## src/rtl/segzb_pkg.sv

```systemverilog
package segzb_pkg;
  localparam int CODE_W = 4;
  localparam int SEG_W  = 7;

  typedef logic [SEG_W-1:0] seg_t;

  typedef enum logic [1:0] {
    SUP_NONE  = 2'b00,
    SUP_LEAD  = 2'b01,
    SUP_TRAIL = 2'b10,
    SUP_BOTH  = 2'b11
  } sup_mode_e;

  // Lit set per code, positive logic, bit 0 = segment a ... bit 6 = segment g.
  function automatic seg_t glyph_lit(input logic [CODE_W-1:0] code);
    seg_t s;
    case (code)
      4'd0:  s = 7'b0111111;
      4'd1:  s = 7'b0000110;
      4'd2:  s = 7'b1011011;
      4'd3:  s = 7'b1001111;
      4'd4:  s = 7'b1100110;
      4'd5:  s = 7'b1101101;
      4'd6:  s = 7'b1111100;
      4'd7:  s = 7'b0000111;
      4'd8:  s = 7'b1111111;
      4'd9:  s = 7'b1100111;
      4'd10: s = 7'b1011000;
      4'd11: s = 7'b1001100;
      4'd12: s = 7'b1100010;
      4'd13: s = 7'b1101001;
      4'd14: s = 7'b1111000;
      default: s = 7'b0000000;
    endcase
    return s;
  endfunction
endpackage

```

## src/rtl/segzb_pwm.sv

```systemverilog
module segzb_pwm #(
  parameter int CNT_W = 8
) (
  input  logic             clk,
  input  logic             rst,
  input  logic [CNT_W-1:0] level,
  output logic             en
);
  logic [CNT_W-1:0] count_q;

  always_ff @(posedge clk) begin
    if (rst) count_q <= '0;
    else     count_q <= count_q + 1'b1;
  end

  assign en = (count_q < level);
endmodule

```

## src/rtl/segzb_ripple.sv

```systemverilog
module segzb_ripple #(
  parameter int NUM_DIGITS = 4
) (
  input  logic [NUM_DIGITS-1:0] zero,
  input  logic                  lamp_n,
  input  logic [1:0]            mode,
  output logic [NUM_DIGITS-1:0] lead_in_n,
  output logic [NUM_DIGITS-1:0] trail_in_n
);
  import segzb_pkg::*;

  logic lead_on;
  logic trail_on;

  assign lead_on  = (mode == SUP_LEAD)  || (mode == SUP_BOTH);
  assign trail_on = (mode == SUP_TRAIL) || (mode == SUP_BOTH);

  // A stage passes a low blank request on only if it is zero itself
  // and lamp test is idle.
  always_comb begin
    logic [NUM_DIGITS-1:0] l;
    l = '1;
    l[NUM_DIGITS-1] = ~lead_on;
    for (int i = NUM_DIGITS - 2; i >= 0; i--) begin
      l[i] = l[i+1] | ~zero[i+1] | ~lamp_n;
    end
    lead_in_n = l;
  end

  always_comb begin
    logic [NUM_DIGITS-1:0] t;
    t = '1;
    t[0] = ~trail_on;
    for (int i = 1; i < NUM_DIGITS; i++) begin
      t[i] = t[i-1] | ~zero[i-1] | ~lamp_n;
    end
    trail_in_n = t;
  end
endmodule

```

## src/rtl/segzb_cell.sv

```systemverilog
module segzb_cell
  import segzb_pkg::*;
(
  input  logic [CODE_W-1:0] code,
  input  logic              lamp_n,
  input  logic              blank_n,
  input  logic              lead_in_n,
  input  logic              trail_in_n,
  output seg_t              seg_n,
  output logic              zero
);
  logic ripple_hit;

  assign zero       = (code == '0);
  assign ripple_hit = zero && lamp_n && (!lead_in_n || !trail_in_n);

  // Priority: forced blank, then lamp test, then ripple blank, then glyph.
  always_comb begin
    if (!blank_n)        seg_n = '1;
    else if (!lamp_n)    seg_n = '0;
    else if (ripple_hit) seg_n = '1;
    else                 seg_n = ~glyph_lit(code);
  end
endmodule

```

## src/rtl/segzb_display.sv

```systemverilog
module segzb_display #(
  parameter int NUM_DIGITS = 4,
  parameter int CNT_W      = 8
) (
  input  logic                             clk,
  input  logic                             rst,
  input  logic [segzb_pkg::CODE_W*NUM_DIGITS-1:0] codes,
  input  logic [1:0]                       mode,
  input  logic                             lamp_test_n,
  input  logic [CNT_W-1:0]                 intensity,
  output logic [segzb_pkg::SEG_W*NUM_DIGITS-1:0]  seg_n
);
  import segzb_pkg::*;

  localparam int WORD_W = SEG_W * NUM_DIGITS;

  logic                  pwm_en;
  logic [NUM_DIGITS-1:0] zero;
  logic [NUM_DIGITS-1:0] lead_in_n;
  logic [NUM_DIGITS-1:0] trail_in_n;
  logic [WORD_W-1:0]     seg_next;
  logic [WORD_W-1:0]     seg_q;

  segzb_pwm #(.CNT_W(CNT_W)) u_pwm (
    .clk   (clk),
    .rst   (rst),
    .level (intensity),
    .en    (pwm_en)
  );

  segzb_ripple #(.NUM_DIGITS(NUM_DIGITS)) u_ripple (
    .zero       (zero),
    .lamp_n     (lamp_test_n),
    .mode       (mode),
    .lead_in_n  (lead_in_n),
    .trail_in_n (trail_in_n)
  );

  for (genvar i = 0; i < NUM_DIGITS; i++) begin : g_digit
    segzb_cell u_cell (
      .code       (codes[i*CODE_W +: CODE_W]),
      .lamp_n     (lamp_test_n),
      .blank_n    (pwm_en),
      .lead_in_n  (lead_in_n[i]),
      .trail_in_n (trail_in_n[i]),
      .seg_n      (seg_next[i*SEG_W +: SEG_W]),
      .zero       (zero[i])
    );
  end

  always_ff @(posedge clk) begin
    if (rst) seg_q <= '1;
    else     seg_q <= seg_next;
  end

  assign seg_n = seg_q;
endmodule

```

## config.mk

```make
export PLATFORM = sky130hd
export DESIGN_NAME = segzb_display
export DESIGN_NICKNAME = d
export VERILOG_FILES = /design/src/rtl/segzb_pkg.sv /design/src/rtl/segzb_pwm.sv /design/src/rtl/segzb_ripple.sv /design/src/rtl/segzb_cell.sv /design/src/rtl/segzb_display.sv
export SDC_FILE = /design/constraint.sdc
export NUM_CORES = 1
export LEC_CHECK = 0
export ABC_CLOCK_PERIOD_IN_PS = 4500
export BUFFER_PORTS_ARGS = -buffer_cell sky130_fd_sc_hd__clkbuf_2
export CAP_MARGIN = 20
export CORE_UTILIZATION = 57
export CTS_BUF_LIST = sky130_fd_sc_hd__clkbuf_16
export DETAILED_ROUTE_END_ITERATION = 10
export PLACE_DENSITY = 0.89
export SLEW_MARGIN = 30
export SYNTH_ARGS = -nofsm -noshare
export SYNTH_HDL_FRONTEND = slang
export SYNTH_SLANG_ARGS = --single-unit
export TNS_END_PERCENT = 100
```

## constraint.sdc

```tcl
create_clock -name clk -period 4.5 [get_ports clk]
set_clock_uncertainty 0.2 [all_clocks]
set_input_delay 0.45 -clock clk [delete_from_list [all_inputs] [get_ports clk]]
set_output_delay 0.45 -clock clk [all_outputs]
set_load 0.03 [all_outputs]
```

==> impl_metrics.ini <==
[power_and_ir_drop]
clockPowerShare_pct = 37.4
switching_power_w = 0.000242
pwr-share-comb_pct = 21.2
seqPwrFrac_pct = 41.4
p_per_area_mw_per_mm2 = 320
power_leakage_nw = 1.31
vdd_ir_drop_max_v = 0.000170
p_int_w = 0.000604
swShare_pct = 28.6

[critical_path]
crit_required_ns = 4.39
critPathKind = reg2reg
startpoint_type = flop
crit_arrival_ns = 2.58
r2r_slack_ns = 1.80
critPathCaptureType = flop
crit_fanout = 28

[synth]
synth_cell_types = 53
synth-seq-cells = 36
synth.avg_cell_area_um2 = 9.05
ys_async_sr_fraction_pct = 0
syn_inst = 250
synthesis.yosys.warnings = 0
synth_area_mm2 = 0.00226
synth.area.top_cells = dfxtp_1 (32%), ha_1 (15%), inv_1 (3.6%)
ys_seq_area_share_pct = 31.8
synth_top_area_share_pct = 31.8
synth_flop_cell = dfxtp_1
yosysTopAreaCell = dfxtp_1
synth_nets = 307
synth-edff-count = 0

[route]
wirelength_um = 4700
drt_iter0_drc = 125
drc_errors = 0
avgViaCountPerCell = 5.51
via_count = 1907
final_antenna_net_count = 0
drt_pass1_iterations = 4
wl_per_cell_um = 13.6

[global_route]
grt_pass1_vias = 1685
grt_usage_pct = 23.7
grt_pass1_wl_um = 7750
grt_max_degree = 29
grt.overflow.total = 0
antenna_found_initial = 0

[clocking]
htree_levels = 2
path_clk_slew_ns = 0.05
cts.path.max_buffers = 2
cts_resized = 0
cts.sinks = 36
cts_tree = yes
holdBufCountCts = 0
postCtsSetupBuffers = 0
root_buffer = clkbuf_16
clk_latency_ns = 0.27
numCtsBuffers = 5

[floorplanning]
die_area_mm2 = 0.00423
row_count = 22
fp.dieW_um = 65.0
io_pins = 57
initial_core_util_pct = 60.5
die_h_um = 65.0
core_region_area_mm2 = 0.00374

[run]
drv_cap = 0

[sta]
period_share_pct = 59.9
finalSetupTns_ns = 0
max-slew-margin-rel_pct = 36.3
drv_slew = 0
worst_hold_slack_ns = 0.256
worstMarginPinSlew_ns = 0.955
final.min_clock_period_ns = 2.70
setup_violations = 0
fmax_mhz = 371
hold_viol_final = 0
rsz0062_at_grt = false

[min_path]
min_path_type = reg2reg

[cells_and_area]
drive_gt1_share_pct = 25.2
nets = 354
utilization_pct = 70.6
area_growth_pct = 16.8
antennaDiodeCount = 0

[place]
gp_routability_congestion = 0.839
dp_hpwl_um = 3450
io_buffers = 56

[status]
run_status = finished, final reports clean
==> state kept, by name (all words and copies together) (netlist names) <==
| register | cells |
|---|---|
| u_pwm.count_q | 8 |
| seg_n | 28 |
==> synth_stat cells, types with 2 or more instances <==
cell type / count
o211ai_2: 3
buf_2: 3
a221oi_1: 3
nand2_1: 9
clkbuf_2: 2
a21bo_1: 3
a31oi_1: 2
o211ai_1: 7
nor2b_1: 8
buf_4: 2
nand2b_1: 5
and4bb_2: 2
o31ai_1: 2
nand3_1: 13
xnor2_1: 2
xor2_1: 4
and3_1: 3
inv_1: 22
clkbuf_1: 5
nor2_1: 15
nor3_1: 6
buf_6: 3
dfxtp_1: 36
o21ai_1: 5
mux2i_1: 6
and2_1: 5
a21oi_1: 11
ha_1: 28
o21ai_0: 10
mux4_2: 2
==> critical path: stages, from the launching register on <==
cell       delay, ns
dfxtp_1         0.38
ha_1            0.27
and4_1          0.22
a2111oi_2       0.32
o31a_1          0.82
o221ai_1        0.29
==> placed cells by master, fill, tap and decap left out, drive strengths merged, types with 3 or more instances in the layout <==
cell	n
ha	28
and2	5
a221oi	3
a21oi	11
inv	24
nand2b	5
nand3	13
nor2	15
clkbuf	61
nor2b	8
o211ai	10
o21ai	16
dfxtp	36
xor2	4
mux2i	6
nand2	9
and3	3
and4bb	3
nor3	6
a21bo	3
==> layout make-up <==
class | instances | area, um2
Sequential cell | 36 | 721
Inverter | 22 | 82.6
Clock buffer | 5 | 125
Fill cell | 303 | 1100
Timing Repair Buffer | 56 | 280
Clock inverter | 3 | 11.3
Multi-Input combinational cell | 176 | 1360
Tap cell | 48 | 60.1
==> power by group through the flow <==
stage	registers [W]	logic [W]	clock network, W
4_1_cts	0.000351	0.000179	0.000315
3_5_place_dp	0.000357	0.000176	0
6_report	0.000351	0.000179	0.000316
2_1_floorplan	0.000397	0.0000882	0
3_3_place_gp	0.000357	0.000172	0
5_1_grt	0.000352	0.000196	0.000332
==> layer usage <==
layer  part of all wire, %  vias up  track usage (%)
li1                      -      977                -
met1                    43      860             29.3
met2                    50       66             40.4
met3                   6.1        4             5.46
met4                  0.94        0             7.34
met5                     0        -                0
==> final timing paths <==
check / startpoint / end / depth (start not counted)
max: u_pwm.count_q[6]$_SDFF_PP0_ / seg_n[27]$_SDFF_PP1_ / 5
min: u_pwm.count_q[0]$_SDFF_PP0_ / u_pwm.count_q[0]$_SDFF_PP0_ / 1
max reg2reg: u_pwm.count_q[6]$_SDFF_PP0_ / seg_n[27]$_SDFF_PP1_ / 5
min reg2reg: u_pwm.count_q[0]$_SDFF_PP0_ / u_pwm.count_q[0]$_SDFF_PP0_ / 1
==> stage by stage <==
stage | instance area (um2) | worst slack (ns) | power, W | cells
after floorplan | 2260 | 2.38 | 0.000485 | 250
after global placement | 2510 | 1.67 | 0.000528 | 338
after detailed placement | 2510 | 1.57 | 0.000533 | 338
after CTS | 2640 | 1.78 | 0.000845 | 346
after global routing | 2640 | 1.57 | 0.000880 | 346
final | 2640 | 1.80 | 0.000846 | 346
==> logic make-up after synthesis <==
group / share of synthesized area, %
mux: 5.14
fa+ha+maj: 15.5
xor+xnor: 2.32
flops: 31.8
compound gates: 19.4
simple gates: 17.9
buf+inv: 7.90
(Power assumes the default switching activity.)
